**src/rtl/coh_pkg.sv**
```systemverilog
// Shared types for the snooping line state controller.
// Assumes a two-bit bus command code common to the outgoing and snooped sides.
package coh_pkg;
    typedef enum logic [1:0] {
        BUS_NONE  = 2'b00,
        BUS_READ  = 2'b01,
        BUS_INVAL = 2'b10
    } bus_cmd_e;

    typedef struct packed {
        logic v;
        logic d;
        logic s;
    } line_bits_t;
endpackage

```
**src/rtl/coh_line_store.sv**
```systemverilog
// Tag and flag storage, one entry per line, direct mapped.
// Two combinational lookups (processor and snoop) and two update ports.
// Assumes NUM_LINES is a power of two; a snoop update wins over a processor
// update to the same line in the same cycle.
module coh_line_store
    import coh_pkg::*;
#(
    parameter int NUM_LINES = 4,
    parameter int IDX_W     = 2,
    parameter int TAG_W     = 6
) (
    input  logic             clk,
    input  logic             rst_n,
    input  logic [IDX_W-1:0] cpu_idx,
    input  logic [TAG_W-1:0] cpu_tag,
    output logic             cpu_hit,
    output logic             cpu_shared,
    input  logic [IDX_W-1:0] snp_idx,
    input  logic [TAG_W-1:0] snp_tag,
    output logic             snp_hit,
    output logic             snp_dirty,
    input  logic             snp_wr_en,
    input  line_bits_t       snp_wr_bits,
    input  logic             cpu_wr_en,
    input  logic [IDX_W-1:0] cpu_wr_idx,
    input  logic [TAG_W-1:0] cpu_wr_tag,
    input  line_bits_t       cpu_wr_bits
);
    line_bits_t       bits_q [NUM_LINES];
    logic [TAG_W-1:0] tag_q  [NUM_LINES];

    for (genvar gi = 0; gi < NUM_LINES; gi++) begin : g_line
        localparam logic [IDX_W-1:0] MY_IDX = IDX_W'(gi);
        // Update one line: snoop update first, then a processor update.
        always_ff @(posedge clk) begin
            if (!rst_n) begin
                bits_q[gi] <= '0;
                tag_q[gi]  <= '0;
            end else if (snp_wr_en && snp_idx == MY_IDX) begin
                bits_q[gi] <= snp_wr_bits;
            end else if (cpu_wr_en && cpu_wr_idx == MY_IDX) begin
                bits_q[gi] <= cpu_wr_bits;
                tag_q[gi]  <= cpu_wr_tag;
            end
        end
    end

    // Lookups for the processor side and the snoop side.
    always_comb begin
        cpu_hit    = bits_q[cpu_idx].v && (tag_q[cpu_idx] == cpu_tag);
        cpu_shared = bits_q[cpu_idx].s;
        snp_hit    = bits_q[snp_idx].v && (tag_q[snp_idx] == snp_tag);
        snp_dirty  = bits_q[snp_idx].d;
    end
endmodule

```
**src/rtl/coh_snoop_unit.sv**
```systemverilog
// Reacts to transactions of other caches: a read clears dirty and sets
// shared (supplying data if the line was dirty); an invalidate clears the line.
// Assumes the bus never shows this cache's own transaction on the snoop side.
module coh_snoop_unit
    import coh_pkg::*;
#(
    parameter int ADDR_W = 8
) (
    input  logic              clk,
    input  logic              rst_n,
    input  logic              snoop_valid,
    input  logic [1:0]        snoop_cmd,
    input  logic [ADDR_W-1:0] snoop_addr,
    input  logic              hit,
    input  logic              dirty,
    output logic              wr_en,
    output line_bits_t        wr_bits,
    output logic              supply_valid,
    output logic [ADDR_W-1:0] supply_addr
);
    logic supply_d;

    // Decide the new line bits and whether data must be supplied.
    always_comb begin
        wr_en    = 1'b0;
        wr_bits  = '0;
        supply_d = 1'b0;
        if (snoop_valid && hit) begin
            case (bus_cmd_e'(snoop_cmd))
                BUS_READ: begin
                    wr_en    = 1'b1;
                    wr_bits  = '{v: 1'b1, d: 1'b0, s: 1'b1};
                    supply_d = dirty;
                end
                BUS_INVAL: begin
                    wr_en   = 1'b1;
                    wr_bits = '0;
                end
                default: ;
            endcase
        end
    end

    // Register the supply response for the next cycle.
    always_ff @(posedge clk) begin
        if (!rst_n) begin
            supply_valid <= 1'b0;
            supply_addr  <= '0;
        end else begin
            supply_valid <= supply_d;
            if (supply_d) supply_addr <= snoop_addr;
        end
    end
endmodule

```
**src/rtl/coh_cpu_ctrl.sv**
```systemverilog
// Processor-side sequencer: completes read hits and exclusive write hits
// locally; sends misses and shared-line writes to the bus and waits for grant.
// Assumes the request is held until accepted and that no snoop arrives in a
// grant cycle.
module coh_cpu_ctrl
    import coh_pkg::*;
#(
    parameter int ADDR_W = 8,
    parameter int IDX_W  = 2,
    parameter int TAG_W  = 6
) (
    input  logic              clk,
    input  logic              rst_n,
    input  logic              req_valid,
    input  logic              req_write,
    input  logic [ADDR_W-1:0] req_addr,
    output logic              req_ready,
    input  logic              snoop_busy,
    input  logic              look_hit,
    input  logic              look_shared,
    output logic              done,
    output logic              done_hit,
    output logic              bus_req,
    input  logic              bus_gnt,
    output logic [1:0]        bus_cmd,
    output logic [ADDR_W-1:0] bus_addr,
    input  logic              bus_shared_in,
    output logic              wr_en,
    output logic [IDX_W-1:0]  wr_idx,
    output logic [TAG_W-1:0]  wr_tag,
    output line_bits_t        wr_bits
);
    typedef enum logic {ST_IDLE, ST_WAIT} st_e;

    st_e               st_q, st_d;
    logic [ADDR_W-1:0] pend_addr_q, pend_addr_d;
    logic              pend_wr_q, pend_wr_d;
    logic              done_d, hit_d;

    // Next-state, update and bus-request logic.
    always_comb begin
        st_d        = st_q;
        pend_addr_d = pend_addr_q;
        pend_wr_d   = pend_wr_q;
        done_d      = 1'b0;
        hit_d       = 1'b0;
        wr_en       = 1'b0;
        wr_idx      = req_addr[IDX_W-1:0];
        wr_tag      = req_addr[ADDR_W-1:IDX_W];
        wr_bits     = '0;
        req_ready   = (st_q == ST_IDLE) && !snoop_busy;
        case (st_q)
            ST_IDLE: begin
                if (req_valid && req_ready) begin
                    if (look_hit && !req_write) begin
                        done_d = 1'b1;
                        hit_d  = 1'b1;
                    end else if (look_hit && !look_shared) begin
                        wr_en   = 1'b1;
                        wr_bits = '{v: 1'b1, d: 1'b1, s: 1'b0};
                        done_d  = 1'b1;
                        hit_d   = 1'b1;
                    end else begin
                        st_d        = ST_WAIT;
                        pend_addr_d = req_addr;
                        pend_wr_d   = req_write;
                    end
                end
            end
            ST_WAIT: begin
                if (bus_gnt) begin
                    wr_en   = 1'b1;
                    wr_idx  = pend_addr_q[IDX_W-1:0];
                    wr_tag  = pend_addr_q[ADDR_W-1:IDX_W];
                    wr_bits = '{v: 1'b1, d: pend_wr_q, s: !pend_wr_q && bus_shared_in};
                    done_d  = 1'b1;
                    st_d    = ST_IDLE;
                end
            end
            default: st_d = ST_IDLE;
        endcase
        bus_req  = (st_q == ST_WAIT);
        bus_cmd  = (st_q == ST_WAIT) ? (pend_wr_q ? BUS_INVAL : BUS_READ) : BUS_NONE;
        bus_addr = pend_addr_q;
    end

    // State, pending request and registered completion.
    always_ff @(posedge clk) begin
        if (!rst_n) begin
            st_q        <= ST_IDLE;
            pend_addr_q <= '0;
            pend_wr_q   <= 1'b0;
            done        <= 1'b0;
            done_hit    <= 1'b0;
        end else begin
            st_q        <= st_d;
            pend_addr_q <= pend_addr_d;
            pend_wr_q   <= pend_wr_d;
            done        <= done_d;
            done_hit    <= hit_d;
        end
    end
endmodule

```
**src/rtl/coh_line_ctrl.sv**
```systemverilog
// Top of the snooping line state controller: ties the tag store, the
// processor sequencer and the snoop unit together. Snoops take the tag
// store ahead of the processor, which stalls for that cycle.
module coh_line_ctrl
    import coh_pkg::*;
#(
    parameter int ADDR_W    = 8,
    parameter int NUM_LINES = 4
) (
    input  logic              clk,
    input  logic              rst_n,
    input  logic              cpu_req_valid,
    input  logic              cpu_req_write,
    input  logic [ADDR_W-1:0] cpu_req_addr,
    output logic              cpu_req_ready,
    output logic              cpu_done,
    output logic              cpu_hit,
    output logic              bus_req,
    input  logic              bus_gnt,
    output logic [1:0]        bus_cmd,
    output logic [ADDR_W-1:0] bus_addr,
    input  logic              bus_shared_in,
    input  logic              snoop_valid,
    input  logic [1:0]        snoop_cmd,
    input  logic [ADDR_W-1:0] snoop_addr,
    output logic              supply_valid,
    output logic [ADDR_W-1:0] supply_addr
);
    localparam int IDX_W = $clog2(NUM_LINES);
    localparam int TAG_W = ADDR_W - IDX_W;

    logic             look_hit, look_shared, snp_hit, snp_dirty;
    logic             snp_wr_en, cpu_wr_en;
    line_bits_t       snp_wr_bits, cpu_wr_bits;
    logic [IDX_W-1:0] cpu_wr_idx;
    logic [TAG_W-1:0] cpu_wr_tag;

    coh_line_store #(.NUM_LINES(NUM_LINES), .IDX_W(IDX_W), .TAG_W(TAG_W)) store_i (
        .clk        (clk),
        .rst_n      (rst_n),
        .cpu_idx    (cpu_req_addr[IDX_W-1:0]),
        .cpu_tag    (cpu_req_addr[ADDR_W-1:IDX_W]),
        .cpu_hit    (look_hit),
        .cpu_shared (look_shared),
        .snp_idx    (snoop_addr[IDX_W-1:0]),
        .snp_tag    (snoop_addr[ADDR_W-1:IDX_W]),
        .snp_hit    (snp_hit),
        .snp_dirty  (snp_dirty),
        .snp_wr_en  (snp_wr_en),
        .snp_wr_bits(snp_wr_bits),
        .cpu_wr_en  (cpu_wr_en),
        .cpu_wr_idx (cpu_wr_idx),
        .cpu_wr_tag (cpu_wr_tag),
        .cpu_wr_bits(cpu_wr_bits)
    );

    coh_cpu_ctrl #(.ADDR_W(ADDR_W), .IDX_W(IDX_W), .TAG_W(TAG_W)) cpu_i (
        .clk          (clk),
        .rst_n        (rst_n),
        .req_valid    (cpu_req_valid),
        .req_write    (cpu_req_write),
        .req_addr     (cpu_req_addr),
        .req_ready    (cpu_req_ready),
        .snoop_busy   (snoop_valid),
        .look_hit     (look_hit),
        .look_shared  (look_shared),
        .done         (cpu_done),
        .done_hit     (cpu_hit),
        .bus_req      (bus_req),
        .bus_gnt      (bus_gnt),
        .bus_cmd      (bus_cmd),
        .bus_addr     (bus_addr),
        .bus_shared_in(bus_shared_in),
        .wr_en        (cpu_wr_en),
        .wr_idx       (cpu_wr_idx),
        .wr_tag       (cpu_wr_tag),
        .wr_bits      (cpu_wr_bits)
    );

    coh_snoop_unit #(.ADDR_W(ADDR_W)) snoop_i (
        .clk         (clk),
        .rst_n       (rst_n),
        .snoop_valid (snoop_valid),
        .snoop_cmd   (snoop_cmd),
        .snoop_addr  (snoop_addr),
        .hit         (snp_hit),
        .dirty       (snp_dirty),
        .wr_en       (snp_wr_en),
        .wr_bits     (snp_wr_bits),
        .supply_valid(supply_valid),
        .supply_addr (supply_addr)
    );
endmodule

```
**config.mk**
```make
export PLATFORM = sky130hd
export DESIGN_NAME = coh_line_ctrl
export DESIGN_NICKNAME = d
export VERILOG_FILES = /design/src/rtl/coh_pkg.sv /design/src/rtl/coh_line_store.sv /design/src/rtl/coh_snoop_unit.sv /design/src/rtl/coh_cpu_ctrl.sv /design/src/rtl/coh_line_ctrl.sv
export SDC_FILE = /design/constraint.sdc
export NUM_CORES = 1
export LEC_CHECK = 0
export ABC_AREA = 1
export BUFFER_PORTS_ARGS = -buffer_cell sky130_fd_sc_hd__buf_2
export CAP_MARGIN = 20
export CORE_MARGIN = 10
export CORE_UTILIZATION = 55
export CTS_CLUSTER_DIAMETER = 80
export DETAILED_ROUTE_END_ITERATION = 10
export GPL_ROUTABILITY_DRIVEN = 0
export PLACE_DENSITY = 0.77
export SLEW_MARGIN = 20
export SYNTH_ARGS = -nofsm -noshare
export SYNTH_HDL_FRONTEND = slang
export SYNTH_SLANG_ARGS = --single-unit
```
**constraint.sdc**
```tcl
create_clock -name clk -period 4.7 [get_ports clk]
set_clock_uncertainty 0.15 [all_clocks]
set_input_delay 0.47 -clock clk [delete_from_list [all_inputs] [get_ports clk]]
set_output_delay 0.47 -clock clk [all_outputs]
set_load 0.02 [all_outputs]
```
==> results.toml, run 1 <==
[pwr]
p_sw_uw = 314
p_leak_nw = 1.85
ir_worst_vdd_uv = 172
clockPowerShare_pct = 39.1
p_int_uw = 862
combPwrFrac_pct = 13.3
power_density_mw_per_mm2 = 310
seqPwrFrac_pct = 47.6
p_sw_share_pct = 26.7

[layout]
fin_area_mm2 = 0.00379
fin_nets = 522
layout_commonest_cell = "nand2_1"
drive_gt1_share_pct = 16.8
mostFrequentLayoutCells = "nand2_1, nor2_1, buf_2, inv_1, nand3_1"
area_growth_pct = 12.3
antenna_cells = 0
fillCellCount = 553

[synthesis]
ys.warnings.count = 0
syn_nets = 478
yosys_register_bits = 57
syn_area_mm2 = 0.00338
yosysUniqueCellTypes = 34
synthCells = 452
avgSynthCellArea_um2 = 7.47
ys_seq_area_share_pct = 44.5

[sta]
worst_pin_slew_ns = 0.811
max_slew_margin_pct = 45.4
post-route-period-util_pct = 56.8
finalSetupViolCount = 0
post-route-min-period_ns = 2.67
hold_viol_final = 0
slew_violations = 0
finalSetupTns_ns = 0
rsz0062_at_grt = "false"
clock.fmax_mhz = 375

[worst_setup_path]
cp_max_fo = 19
worstReg2RegStart = "cpu_i.bus_req$_SDFF_PN0_"
crit_path_start_kind = "flop"
cp-startpoint = "cpu_i.bus_req$_SDFF_PN0_"
worstPathArrival_ns = 2.53
path_class = "flop to flop"
required_ns = 4.57
worstSetupEndpointType = "flop"

[clock_tree]
root_buffer = "clkbuf_8"
cts_buffer_depth = 2
numCtsBuffers = 9
path_clk_slew_ns = 0.06
clkSinkCount = 57
cts_resized = 0
h-tree-depth = 3
cts_tree = "yes"
cts_hold_buf = 0
clkLatencyLatePin_ns = 0.34
post-cts-setup-buffers = 0

[global_route]
grt_pass1_vias = 3081
grt_use_met2_pct = 28.5
antenna_found_initial = 0
grt_max_degree = 23
grtUsageTotal_pct = 18.4
met3_usage_pct = 5.57
use_met1_pct = 23.4
grt.busiest_layer = "met2"
grt_pass1_wl_um = 14700
overflow = 0

[floorplanning]
die_y_um = 98.3
die_x_um = 98.3
ios = 48
core_mm2 = 0.00596
die_area_mm2 = 0.00967
start_util_pct = 56.7
rows = 28

[detailed_routing]
via_per_inst = 5.46
finalWirelength_um = 8960
drc = 0
vias = 3144
dr.pass1.iters = 8
antenna_left = 0
drtIter0Drc = 385
wl_per_cell_um = 15.6

[placed_design]
port_buffers = 47
placed_area_mm2 = 0.00359
post-dp-hpwl_um = 6980

[job]
drv_cap = 0

[worst_hold_path]
hold_class = "primary input to flop"
holdCritStartpoint = "cpu_req_addr[2]"

[status]
run_status = "completed"
power groups by stage:
stage / combinational (mW) / sequential, mW / clock [mW]
floorplan: 0.110 / 0.570 / 0
global placement: 0.151 / 0.569 / 0
detailed placement: 0.154 / 0.569 / 0
CTS: 0.155 / 0.559 / 0.463
global route: 0.175 / 0.561 / 0.487
finish: 0.156 / 0.559 / 0.460
state kept, by name (all words and copies together) (netlist names):
name	cells
cpu_i.done_hit	1
snoop_i.supply_valid	1
cpu_i.bus_req	1
cpu_i.done	1
snoop_i.supply_addr	8
store_i.tag_q	24
cpu_i.pend_wr_q	1
cpu_i.bus_addr	8
store_i.bits_q	12
Yosys cell counts:
master / number / share of area [%]
a21boi_1: 1 / 0.22
a21oi_1: 20 / 3.0
a22oi_1: 1 / 0.22
buf_1: 1 / 0.11
buf_2: 1 / 0.15
buf_4: 2 / 0.44
buf_6: 5 / 1.7
buf_8: 1 / 0.44
clkbuf_1: 4 / 0.44
dfxtp_1: 21 / 12
edfxtp_1: 36 / 32
ha_1: 1 / 0.37
inv_1: 46 / 5.1
inv_2: 1 / 0.11
inv_4: 1 / 0.19
inv_8: 1 / 0.33
nand2_1: 158 / 18
nand2_2: 6 / 1.1
nand2_4: 1 / 0.33
nand3_1: 45 / 6.7
nand3_2: 6 / 1.8
nand3_4: 1 / 0.52
nand3b_1: 2 / 0.44
nand4_1: 4 / 0.74
nand4_4: 4 / 2.5
nor2_1: 53 / 5.9
nor2_2: 3 / 0.56
nor2_8: 1 / 0.59
nor3b_1: 1 / 0.22
o21a_1: 1 / 0.22
o21ai_0: 16 / 2.4
o21ai_1: 5 / 0.74
o22ai_1: 1 / 0.19
xor2_1: 1 / 0.26
per-stage QoR:
stage / setup slack [ns] / power [mW] / hold WS [ns] / cells / util (%)
floorplan: 2.40 / 0.680 / 0.305 / 452 / -
global placement: 2.01 / 0.720 / 0.279 / 560 / 60.4
detailed placement: 1.91 / 0.723 / 0.290 / 560 / 60.4
CTS: 2.05 / 1.18 / 0.265 / 576 / 63.7
global route: 1.80 / 1.22 / 0.286 / 576 / 63.7
finish: 2.03 / 1.18 / 0.282 / 576 / 63.7
final timing paths:
check	to	slack [ns]	cells past startpoint
hold reg to reg	snoop_i.supply_addr[3]$_SDFFE_PN0P_	0.29	2
setup reg to reg	store_i.tag_q[2][2]$_SDFFCE_PN0P_	2.03	8
hold / removal	cpu_i.bus_addr[2]$_SDFFE_PN0P_	0.28	3
setup / recovery	store_i.tag_q[2][2]$_SDFFCE_PN0P_	2.03	8
layer usage:
metal / part of all wire [%] / wire, um
met5: 0 / 0
met3: 8.9 / 801
met1: 44 / 3960
met4: 2.2 / 194
met2: 45 / 4000
critical path, stage by stage (launching register included):
cell     delay [ns]
dfxtp_1        0.41
nand2_1        0.40
o21ai_0        0.44
inv_1          0.11
nor2_1         0.23
inv_1          0.08
a21oi_1        0.18
nand2_1        0.10
nand2_1        0.24
cell type report:
cell class                      count  area (um^2)  area share [%]
Sequential cell                    57         1500            39.6
Tap cell                           75         93.8            2.48
Clock inverter                      4         41.3            1.09
Inverter                           49          194            5.12
Multi-Input combinational cell    332         1570            41.4
Timing Repair Buffer               47          235            6.20
Clock buffer                       12          155            4.09
kinds of logic (layout without fill, tap and decap cells):
group                    after synthesis  after routing  share of synthesized area (%)
AO/OA/AOI/OAI                         45             45                           6.93
adder cells (fa/ha/maj)                1              1                          0.371
AND/OR/NAND/NOR                      285            285                           39.0
XOR/XNOR                               1              1                          0.259
flip-flops                            57             57                           44.5
buffers and inverters                 63            112                           9.01
(Power assumes the default switching activity.)
==> run 2, diff against run 1 <==
Clock period 4.7 ns to 2.8 ns, I/O delays scaled along.
==> results.toml, run 2 (synthesis results as in run 1) <==
[worst_setup_path]
worstSetupEndpointType = "flop"
crit_chain = "nand2_1 > nand2_1 > nand2_1 > nand2_1 > nand2_1 > nand2_1 > nor2_1 > nand2_2 > nor2_8 > nand3b_1 > nand3_1 > nand2_1"
path_class = "flop to flop"
required_ns = 2.68
path_buf_inv = 0
worstPathArrival_ns = 2.20
cp-startpoint = "store_i.tag_q[2][2]$_SDFFCE_PN0P_"
cp_max_fo = 7
max_stage_delay_ns = 0.44
crit_top_cell = "nand2_1"
slowest_stage = "edfxtp_1"
worstReg2RegStart = "store_i.tag_q[2][2]$_SDFFCE_PN0P_"
path_delay_family = "simple AND/OR/NAND/NOR gates"
crit_path_start_kind = "flop"

[global_route]
overflow = 0
grt_pass1_vias = 2959
grtUsageTotal_pct = 17.7
antenna_found_initial = 0
grt_pass1_wl_um = 14300
grt_max_degree = 22

[floorplanning]
ios = 48
start_util_pct = 56.7
die_area_mm2 = 0.00967
die_y_um = 98.3
core_mm2 = 0.00596
rows = 28
die_x_um = 98.3

[sta]
hold_viol_final = 0
finalSetupViolCount = 0
post-route-min-period_ns = 2.32
slew_violations = 0
post-route-period-util_pct = 82.8
worst_slack_ns = 0.481
max_slew_margin_pct = 59.9
clock.fmax_mhz = 431
finalSetupTns_ns = 0
worst_pin_slew_ns = 0.594
rsz0062_at_grt = "false"

[placed_design]
port_buffers = 47
post-dp-hpwl_um = 6610
dp.cells = 564
place_ws_ns = 0.260

[layout]
largest_reg_flops = 24
top_regs = "store_i.tag_q x24, store_i.bits_q x12"
drive_gt1_share_pct = 17.7
layout_commonest_cell = "nand2_1"
area_growth_pct = 12.5
fillCellCount = 559
largest_register = "store_i.tag_q"
final_cells = 578
antenna_cells = 0
fin_nets = 526
mostFrequentLayoutCells = "nand2_1, nor2_1, buf_2, inv_1, nand3_1"

[clock_tree]
root_buffer = "clkbuf_8"
numCtsBuffers = 9
path_clk_slew_ns = 0.07
cts_resized = 0
cts_tree = "yes"
clkLatencyLatePin_ns = 0.34
cts_buffer_depth = 2
h-tree-depth = 3
post-cts-setup-buffers = 0
cts_hold_buf = 0
clkSinkCount = 57

[worst_hold_path]
hold_class = "primary input to flop"
holdCritStartpoint = "cpu_req_addr[2]"

[detailed_routing]
drtIter0Drc = 368
antenna_left = 0
vias = 3100
finalWirelength_um = 8510
via_per_inst = 5.36
dr.pass1.iters = 5
wl_per_cell_um = 14.7
drc = 0

[job]
drv_cap = 0

[pwr]
ir_worst_vdd_uv = 341
p_leak_nw = 1.86
power_density_mw_per_mm2 = 504
finalPower_mw = 1.91

[status]
run_status = "completed"
==> run 2: cell count changes in the layout (fill, tap and decap cells not counted), sizes merged <==
cell / delta
buf: +4
clkbuf: -3
clkinv: +1
==> run 2: worst paths after layout <==
check | slack (ns) | endpoint | cells after the start
worst min-delay path | 0.08 | cpu_i.bus_addr[2]$_SDFFE_PN0P_ | 3
worst min register to register | 0.29 | snoop_i.supply_addr[1]$_SDFFE_PN0P_ | 2
worst max register to register | 0.48 | store_i.tag_q[3][0]$_SDFFCE_PN0P_ | 12
worst max-delay path | 0.48 | store_i.tag_q[3][0]$_SDFFCE_PN0P_ | 12
==> run 2: area by class of cell <==
type                            count  area, um^2  share of cell area [%]
Clock inverter                      5        48.8                    1.29
Timing Repair Buffer               51         265                    6.99
Tap cell                           75        93.8                    2.47
Inverter                           49         194                    5.11
Sequential cell                    57        1500                    39.5
Clock buffer                        9         124                    3.26
Multi-Input combinational cell    332        1570                    41.4
==> run 2: stage by stage <==
stage	util (%)	cell area, um^2	hold slack (ns)
finish	63.8	3800	0.0778
floorplan	-	3380	0.298
CTS	63.8	3800	0.0660
global placement	60.9	3620	0.277
detailed placement	60.9	3620	0.283
global route	63.8	3800	0.0821
==> run 2: power breakdown <==
| part | leakage [nW] | switching [mW] | total (mW) | internal [mW] |
|---|---|---|---|---|
| clock network | 0.0921 | 0.320 | 0.712 | 0.393 |
| logic | 1.22 | 0.182 | 0.262 | 0.0801 |
| registers | 0.546 | 0.0181 | 0.938 | 0.920 |
| total | 1.86 | 0.520 | 1.91 | 1.39 |
==> run 2: metal layers <==
metal | part of all wire, % | GRT usage (%)
met2 | 43 | 26.4
met1 | 46 | 24.2
met5 | 0 | 0
met4 | 1.7 | 4.19
met3 | 9.2 | 5.78
==> run 2: tightest hold or removal path, cell delays in order <==
cell	delay, ns
buf_2	0.11
nand3_1	0.07
a21oi_1	0.06
